`config.mk`:
```
export PLATFORM = sky130hd
export DESIGN_NAME = dup_regcnt
export DESIGN_NICKNAME = d
export VERILOG_FILES = /design/src/rtl/dup_regcnt_pkg.sv /design/src/rtl/berger_zero_count.sv /design/src/rtl/two_rail_tree.sv /design/src/rtl/dup_regcnt_ctrl.sv /design/src/rtl/dup_regcnt_dp.sv /design/src/rtl/dup_regcnt.sv
export SDC_FILE = /design/constraint.sdc
export NUM_CORES = 1
export LEC_CHECK = 0
export BUFFER_PORTS_ARGS = -buffer_cell sky130_fd_sc_hd__buf_2
export CAP_MARGIN = 30
export CORE_ASPECT_RATIO = 2
export CORE_UTILIZATION = 50
export CTS_CLUSTER_DIAMETER = 100
export CTS_CLUSTER_SIZE = 14
export DETAILED_ROUTE_END_ITERATION = 8
export PLACE_DENSITY = 0.76
export SLEW_MARGIN = 20
export SYNTH_ARGS = -nofsm -noshare
export SYNTH_HDL_FRONTEND = slang
export SYNTH_SLANG_ARGS = --single-unit
```
`constraint.sdc`:
```
create_clock -name clk -period 3.6 [get_ports clk]
set_input_delay 0.18 -clock clk [delete_from_list [all_inputs] [get_ports clk]]
set_output_delay 0.18 -clock clk [all_outputs]
set_load 0.02 [all_outputs]
```
`src/rtl/dup_regcnt_pkg.sv`:
```
package dup_regcnt_pkg;
  typedef struct packed {
    logic load;       // capture external word into both copies
    logic dec;        // decrement both copies
    logic checkLive;  // this cycle compares the stored and rebuilt code
  } rcStrobe_t;
endpackage

```
`src/rtl/berger_zero_count.sv`:
```
// Zero-count generator built as a balanced tree of adders.
module berger_zero_count #(
  parameter int DATA_W = 12,
  localparam int CW = $clog2(DATA_W + 1)
) (
  input  logic [DATA_W-1:0] data,
  output logic [CW-1:0]     zeros
);
  localparam int LVL = (DATA_W > 1) ? $clog2(DATA_W) : 1;
  localparam int NL  = 1 << LVL;

  logic [CW-1:0] node [0:2*NL-2];

  for (genvar i = 0; i < NL; i++) begin : g_leaf
    if (i < DATA_W) begin : g_real
      assign node[NL-1+i] = {{(CW-1){1'b0}}, ~data[i]};
    end else begin : g_pad
      assign node[NL-1+i] = '0;
    end
  end

  for (genvar k = 0; k < NL-1; k++) begin : g_sum
    assign node[k] = node[2*k+1] + node[2*k+2];
  end

  assign zeros = node[0];
endmodule

```
`src/rtl/two_rail_tree.sv`:
```
// Equality check of two code words through a tree of two-pair two-rail cells.
module two_rail_tree #(
  parameter int W = 4
) (
  input  logic [W-1:0] codeA,
  input  logic [W-1:0] codeB,
  output logic [1:0]   rails
);
  localparam int LVL = (W > 1) ? $clog2(W) : 1;
  localparam int NP  = 1 << LVL;

  logic [2*NP-2:0] xr;
  logic [2*NP-2:0] yr;

  for (genvar i = 0; i < NP; i++) begin : g_leaf
    if (i < W) begin : g_real
      assign xr[NP-1+i] = codeA[i];
      assign yr[NP-1+i] = ~codeB[i];
    end else begin : g_pad
      assign xr[NP-1+i] = 1'b0;
      assign yr[NP-1+i] = 1'b1;
    end
  end

  for (genvar k = 0; k < NP-1; k++) begin : g_cell
    assign xr[k] = (xr[2*k+1] & xr[2*k+2]) | (yr[2*k+1] & yr[2*k+2]);
    assign yr[k] = (xr[2*k+1] & yr[2*k+2]) | (yr[2*k+1] & xr[2*k+2]);
  end

  assign rails = {xr[0], yr[0]};
endmodule

```
`src/rtl/dup_regcnt_ctrl.sv`:
```
module dup_regcnt_ctrl
  import dup_regcnt_pkg::*;
(
  input  logic       clk,
  input  logic       rstN,
  input  logic       loadEn,
  input  logic       decEn,
  output rcStrobe_t  strb
);
  logic liveQ;

  always_ff @(posedge clk or negedge rstN) begin
    if (!rstN) liveQ <= 1'b0;
    else       liveQ <= loadEn;
  end

  always_comb begin
    strb.load      = loadEn;
    strb.dec       = decEn & ~loadEn;
    strb.checkLive = liveQ;
  end

  // a load and a decrement are never issued together
  p_no_dec_on_load_r2: assert property (@(posedge clk) disable iff (!rstN)
    loadEn |-> (strb.load && !strb.dec));

  // a decrement is never followed by a check cycle
  p_no_check_after_dec_r6: assert property (@(posedge clk) disable iff (!rstN)
    (decEn && !loadEn) |=> !strb.checkLive);
endmodule

```
`src/rtl/dup_regcnt_dp.sv`:
```
module dup_regcnt_dp
  import dup_regcnt_pkg::*;
#(
  parameter int DATA_W = 12,
  localparam int CHK_W = $clog2(DATA_W + 1)
) (
  input  logic              clk,
  input  logic              rstN,
  input  rcStrobe_t         strb,
  input  logic [DATA_W-1:0] extData,
  input  logic [CHK_W-1:0]  extChk,
  output logic [DATA_W-1:0] valueOut,
  output logic              zeroA,
  output logic              nonZeroB,
  output logic [1:0]        chkPair
);
  localparam logic [CHK_W-1:0] RESET_CHK = CHK_W'(DATA_W);
  localparam logic [1:0]       IDLE_RAIL = 2'b01;

  logic [DATA_W-1:0] regA;
  logic [DATA_W-1:0] regB;
  logic [CHK_W-1:0]  chkA;
  logic [CHK_W-1:0]  rebuiltChk;
  logic [1:0]        treeRails;

  // copy 1: information plus stored check bits
  always_ff @(posedge clk or negedge rstN) begin
    if (!rstN) begin
      regA <= '0;
      chkA <= RESET_CHK;
    end else if (strb.load) begin
      regA <= extData;
      chkA <= extChk;
    end else if (strb.dec) begin
      regA <= regA - 1'b1;
    end
  end

  // copy 2: information only
  always_ff @(posedge clk or negedge rstN) begin
    if (!rstN)          regB <= '0;
    else if (strb.load) regB <= extData;
    else if (strb.dec)  regB <= regB - 1'b1;
  end

  berger_zero_count #(.DATA_W(DATA_W)) u_gen (
    .data  (regB),
    .zeros (rebuiltChk)
  );

  two_rail_tree #(.W(CHK_W)) u_cmp (
    .codeA (chkA),
    .codeB (rebuiltChk),
    .rails (treeRails)
  );

  always_ff @(posedge clk or negedge rstN) begin
    if (!rstN)               chkPair <= IDLE_RAIL;
    else if (strb.checkLive) chkPair <= treeRails;
    else                     chkPair <= IDLE_RAIL;
  end

  assign valueOut = regA;
  assign zeroA    = (regA == '0);
  assign nonZeroB = |regB;

  // a load fills both copies with the external word
  p_load_copies_r2: assert property (@(posedge clk) disable iff (!rstN)
    strb.load |=> (regA == $past(extData)) && (regB == $past(extData)));

  // a decrement steps both copies down by one
  p_dec_step_r3: assert property (@(posedge clk) disable iff (!rstN)
    strb.dec |=> (regA == $past(regA) - 1'b1) && (regB == $past(regB) - 1'b1));

  // without a command both copies hold
  p_hold_r4: assert property (@(posedge clk) disable iff (!rstN)
    (!strb.load && !strb.dec) |=> ($stable(regA) && $stable(regB) && $stable(chkA)));

  // outside check cycles the result rails show the idle code
  p_idle_rail_r6: assert property (@(posedge clk) disable iff (!rstN)
    !strb.checkLive |=> (chkPair == IDLE_RAIL));

  // zero rails from the two copies stay complementary
  p_zero_rails_r7: assert property (@(posedge clk) disable iff (!rstN)
    zeroA != nonZeroB);
endmodule

```
`src/rtl/dup_regcnt.sv`:
```
module dup_regcnt
  import dup_regcnt_pkg::*;
#(
  parameter int DATA_W = 12,
  localparam int CHK_W = $clog2(DATA_W + 1)
) (
  input  logic              clk,
  input  logic              rstN,
  input  logic              loadEn,
  input  logic              decEn,
  input  logic [DATA_W-1:0] extData,
  input  logic [CHK_W-1:0]  extChk,
  output logic [DATA_W-1:0] valueOut,
  output logic              zeroA,
  output logic              nonZeroB,
  output logic [1:0]        chkPair
);
  rcStrobe_t strb;

  dup_regcnt_ctrl u_ctrl (
    .clk    (clk),
    .rstN   (rstN),
    .loadEn (loadEn),
    .decEn  (decEn),
    .strb   (strb)
  );

  dup_regcnt_dp #(.DATA_W(DATA_W)) u_dp (
    .clk      (clk),
    .rstN     (rstN),
    .strb     (strb),
    .extData  (extData),
    .extChk   (extChk),
    .valueOut (valueOut),
    .zeroA    (zeroA),
    .nonZeroB (nonZeroB),
    .chkPair  (chkPair)
  );
endmodule

```
# [Yosys cells after proc, flatten, opt, wreduce, memory -nomap -nowiden]
# Index checks and enable logic that the tools add are counted.
[classes] addsub=13 mul=0 n_div=0 order_cmp=0 eq_ne=0 shifts=0 n_mux=5 bitwise=36 n_reduce_logical=3
[op_table] operator="2-to-1 mux 12 bit" n=4
[op_table] operator="subtractor 12 x 1 -> 12 bit (second input constant)" n=2
[op_table] operator="adder 4 bit" n=5
[op_table] operator="inverter 1 bit" n=17
[op_table] operator="AND 1 bit" n=13
[op_table] operator="adder 1 x 1 -> 2 bit" n=6
[op_table] operator="logical NOT 12 bit" n=1
[op_table] operator="OR reduction 12 bit" n=1
[op_table] operator="bitwise OR 1 bit" n=6
[op_table] operator="2-to-1 mux 2 bit" n=1
[op_table] operator="nonzero test 2 bit" n=1
[word_totals] reg_bits=31 latch_bits=0 ramBits=0 mem_bits_ro=0 in_bits=20 output_inout_bits=16 elab_cells=62 memories=0

# [Depth between registers and ports, before layout]
[depth] depth_word=11 ltp_mapped=13 ltp_nobuf=13

# [Modules after synthesis]
# A second synthesis with hierarchy kept.
[hier_totals] hier_cells=208 area_unflattened_um2=2128.3
[modules_own_cells] module="dup_regcnt_dp" instances=1 cells_each=142 area_per_inst_um2=1586.5 seq_area_each_um2=754.5
[modules_own_cells] module="berger_zero_count" instances=1 cells_each=49 area_per_inst_um2=404.1 seq_area_each_um2=0.0
[modules_own_cells] module="two_rail_tree" instances=1 cells_each=13 area_per_inst_um2=83.8 seq_area_each_um2=0.0
[modules_own_cells] module="dup_regcnt_ctrl" instances=1 cells_each=4 area_per_inst_um2=53.8 seq_area_each_um2=25.0

# [Worst setup path after synthesis]
# Ideal clock, no wire load.
[synth_path] path_kind="register to register" from="register u_dp.regB[10]" to="register u_dp.chkPair[1]" setup_ns=0.135 arrival_time_ns=3.350 required_time_ns=3.465 path_slack_ns=0.115 path_stages_with_launch=14 n_path_buf=0 synth_period_minus_slack_ns=3.485 path_cell_list="dfrtp_1 inv_1 ha_1 inv_1 fa_1 fa_1 inv_1 fa_1 ha_1 inv_1 fa_1 xor2_1 a22oi_1 o32ai_1"
[synth_via] elab_chain_len=10 word_cells_on_any_way=22 classes_between="3 x add/sub; 1 x mux; 18 x bitwise"
[synth_lines] item="start: declaration" line="dup_regcnt_dp.sv:21" text="logic [DATA_W-1:0] regB;"
[synth_lines] item="start signal: assignment" line="dup_regcnt_dp.sv:42" text="else if (strb.load) regB <= extData;"
[synth_lines] item="start signal: assignment" line="dup_regcnt_dp.sv:43" text="else if (strb.dec) regB <= regB - 1'b1;"
[synth_lines] item="inverter 1 bit *" line="berger_zero_count.sv:16" text="assign node[NL-1+i] = {{(CW-1){1'b0}}, ~data[i]};"
[synth_lines] item="adder 1 x 1 -> 2 bit *" line="berger_zero_count.sv:23" text="assign node[k] = node[2*k+1] + node[2*k+2];"
[synth_lines] item="adder 4 bit * (2 in series)" line="berger_zero_count.sv:23"
[synth_lines] item="inverter 1 bit" line="two_rail_tree.sv:18" text="assign yr[NP-1+i] = ~codeB[i];"
[synth_lines] item="AND 1 bit (on tied branches)" line="two_rail_tree.sv:26, two_rail_tree.sv:27"
[synth_lines] item="bitwise OR 1 bit (on tied branches)" line="two_rail_tree.sv:26, two_rail_tree.sv:27"
[synth_lines] item="AND 1 bit" line="two_rail_tree.sv:26" text="assign xr[k] = (xr[2*k+1] & xr[2*k+2]) | (yr[2*k+1] & yr[2*k+2]);"
[synth_lines] item="bitwise OR 1 bit *" line="two_rail_tree.sv:26"
[synth_lines] item="2-to-1 mux 2 bit *" line="dup_regcnt_dp.sv:59" text="else if (strb.checkLive) chkPair <= treeRails;"
[synth_lines] item="end signal: assignment" line="dup_regcnt_dp.sv:59"
[synth_lines] item="end: declaration" line="dup_regcnt_dp.sv:15" text="output logic [1:0] chkPair"
# Every way passes the cells marked *; elsewhere a longest branch is shown, timed or not.
# A chain may end at the register's enable or synchronous reset.

# [Worst setup path after layout]
[layout_path] from="register u_dp.regB[11]" to="register u_dp.chkPair[1]"
# Same word-level chain as after synthesis.

==> impl_metrics.tcl <==
set metrics [dict create \
    cts_tree "built" \
    yosysWarnings 0 \
    gp_congestion 0.859 \
    fp.coreArea_mm2 0.00388 \
    path_cells "inv_1 > ha_1 > inv_1 > fa_1 > fa_1 > inv_1 > fa_2 > ha_4 > inv_1 > fa_2 > a22oi_2 > nand2b_1 > o32ai_2" \
    start_util_pct 53.0 \
    postSynthAreaPerCell_um2 10.2 \
    worst_ep_required_time_ns 3.77 \
    grt_use_total_pct 23.3 \
    io_buffers 35 \
    finalPower_uw 1730 \
    maxCapViolCount 0 \
    die_w_um 47.4 \
    grt_pass1_wl_um 7050 \
    max_stage_delay_ns 0.54 \
    num_rows 32 \
    timing.final.crit_share_pct 99.0 \
    clock_sinks 31 \
    critPathMostFrequentCell "inv_1" \
    clkLatencyLatePin_ns 0.29 \
    wire_per_inst_um 14.9 \
    grt_pass1_vias 1590 \
    finalMaxSlewViolations 0 \
    synth_seq_cells 31 \
    synth_cell_types 37 \
    syn_inst 201 \
    grt_max_degree 36 \
    cts_root_buf "clkbuf_8" \
    syn2layout_area_growth_pct 22.3 \
    status "finished, final reports clean" \
    synth_area_leaders "dfrtp_1 34%, ha_1 9.1%, mux2_2 8.8%" \
    antenna_found_initial 0 \
    dpl.cell_count 285 \
    worstMarginPinSlew_ns 0.716 \
    yosys.area.top_type "dfrtp_1" \
    leakage_uw 0.00119 \
    r2r_slack_ns 0.04 \
    ir_worst_vdd_mv 0.423 \
    cts_buffers 5 \
    final_cells 298 \
    slowest_stage "fa_2" \
    clock_path_buffers 2 \
    worstHoldPathType "input port to flop" \
    ant_nets 0 \
    drt_first_pass_iters 4 \
    hold_viol 0 \
    nets 288 \
    setup_ws_ns 0.0369 \
    grt_overflow 0 \
    syn-cell-area_mm2 0.00206 \
    critPathMaxFanout 2 \
    fin_crit_ns 3.56 \
    crit_path_start_kind "flop" \
    route.detailed.drc 0 \
    diodes 0 \
    io_pins 36 \
    vias 1535 \
    rsz0062_at_grt "yes" \
    arrival_ns 3.73 \
    finalWirelength_um 4450 \
    syn_nets 243 \
    ys_seq_area_share_pct 37.9 \
    whs_path_depth 2 \
    criticalPathCategory "flop to flop" \
    initialDrtViolationCount 44 \
    max_freq_mhz 281 \
    synth.top_cell.area_share_pct 34.1 \
    setup_viol 0 \
    clock_skew_ns 0.0116 \
    dieArea_mm2 0.00439 \
    p_per_area_mw_per_mm2 688 \
    final_layout_size_suffix_gt1_share_pct 33.6 \
    ff2ff_path_depth 13 \
    clk_pin_slew_worst_paths_ns 0.08 \
    pre_cts_ws_ns -0.123 \
    drt-vias-per-instance 5.15 \
    crit_path_end_kind "flop" \
    die_height_um 92.7 \
    htree_levels 2 \
    dp_hpwl_um 3150 \
    slew_headroom_pct 52.3 \
]
kinds of logic after synthesis:
group / share of synthesized area (%)
multiplexers: 8.76
flip-flops: 37.9
XOR/XNOR: 9.37
adder cells (fa/ha/maj): 15.9
AND/OR/NAND/NOR: 15.1
buffers and inverters: 6.20
AO/OA/AOI/OAI: 6.69
cells in the mapped netlist, drive strengths merged:
cell    instances
a21o            1
a21oi           1
a22oi           4
a31oi           1
and3            1
clkbuf          5
dfrtp          28
dfstp           3
fa              7
ha             15
inv            29
mux2           16
nand2          10
nand2b          3
nand3           4
nand3b          1
nand4           2
nor2           17
nor2b           5
nor3            5
nor3b           1
nor4            2
nor4b           2
o211ai          1
o21a            4
o21ai           5
o221ai          1
o31a            1
o32ai           1
or2b            1
or3b            1
or4             1
xnor2          12
xor2           10
flip-flops by register name (all words and copies together) (netlist names):
signal	cells
u_ctrl.liveQ	1
u_dp.chkA	4
u_dp.chkPair	2
u_dp.regB	12
u_dp.valueOut	12
layout by cell type, fill, tap and decap left out, drive strengths merged, types with 4 or more instances in the layout:
cell / instances
buf: 42
inv: 29
dfrtp: 28
nor2: 17
mux2: 16
ha: 15
xnor2: 12
nand2: 10
xor2: 10
fa: 7
clkbuf: 6
nor2b: 5
nor3: 5
o21ai: 5
nand3: 4
o21a: 4
a22oi: 4
worst max-delay path: cells and delay by family, from the launching register on:
kind	cells	cell delay [ns]
buf+inv	4	0.22
compound gates	2	0.32
simple gates	1	0.17
fa+ha+maj	6	2.39
flops	1	0.34
timing repair:
item | in CTS | in global routing
resized for setup | 10 | 2
pin swaps | 9 | 7
setup endpoints to repair | 2 | 2
endpoints found under the hold margin | 28 | 0
hold buffers | 1 | 0
setup buffers | 2 | 2
metrics by stage:
| stage | util [%] | cell area, um2 | hold slack, ns | setup TNS [ns] |
|---|---|---|---|---|
| after global routing | 64.8 | 2520 | 0.117 | -0.0349 |
| after detailed placement | 59.2 | 2300 | 0.283 | -0.150 |
| final | 64.8 | 2520 | 0.117 | 0 |
| after floorplan | - | 2060 | -0.116 | 0 |
| after global placement | 59.2 | 2300 | 0.278 | 0 |
| after CTS | 64.2 | 2490 | 0.112 | 0 |
final timing paths:
path	endpoint	startpoint
max reg2reg	u_dp.chkPair[1]	u_dp.regB[11]
min	u_dp.chkA[0]	extChk[0]
min in group asynchronous	u_dp.regB[0]	rstN
min reg2reg	u_dp.chkPair[0]	u_ctrl.liveQ
max	u_dp.chkPair[1]	u_dp.regB[11]
max in group asynchronous	u_dp.valueOut[5]	rstN
area by class of cell:
class,count,area (um2)
inverter,29,109
sequential,31,779
clock buffer,6,82.6
tap,51,63.8
clock inverter,2,35.0
fill,334,1370
multi-input combinational,136,1210
timing repair buffer,43,238
layer usage:
layer	part of all wire (%)	track usage [%]	vias to the layer above	wire length, um
li1	-	-	749	-
met1	38	23.9	742	1670
met2	57	41.3	33	2510
met3	2.7	4.09	11	119
met4	3.2	11.7	0	143
met5	0	0	-	0
where the power goes:
group	internal [uW]	switching, uW
logic	425	489
registers	403	43.2
clock network	224	147
Power figures use the tool's default switching activity.
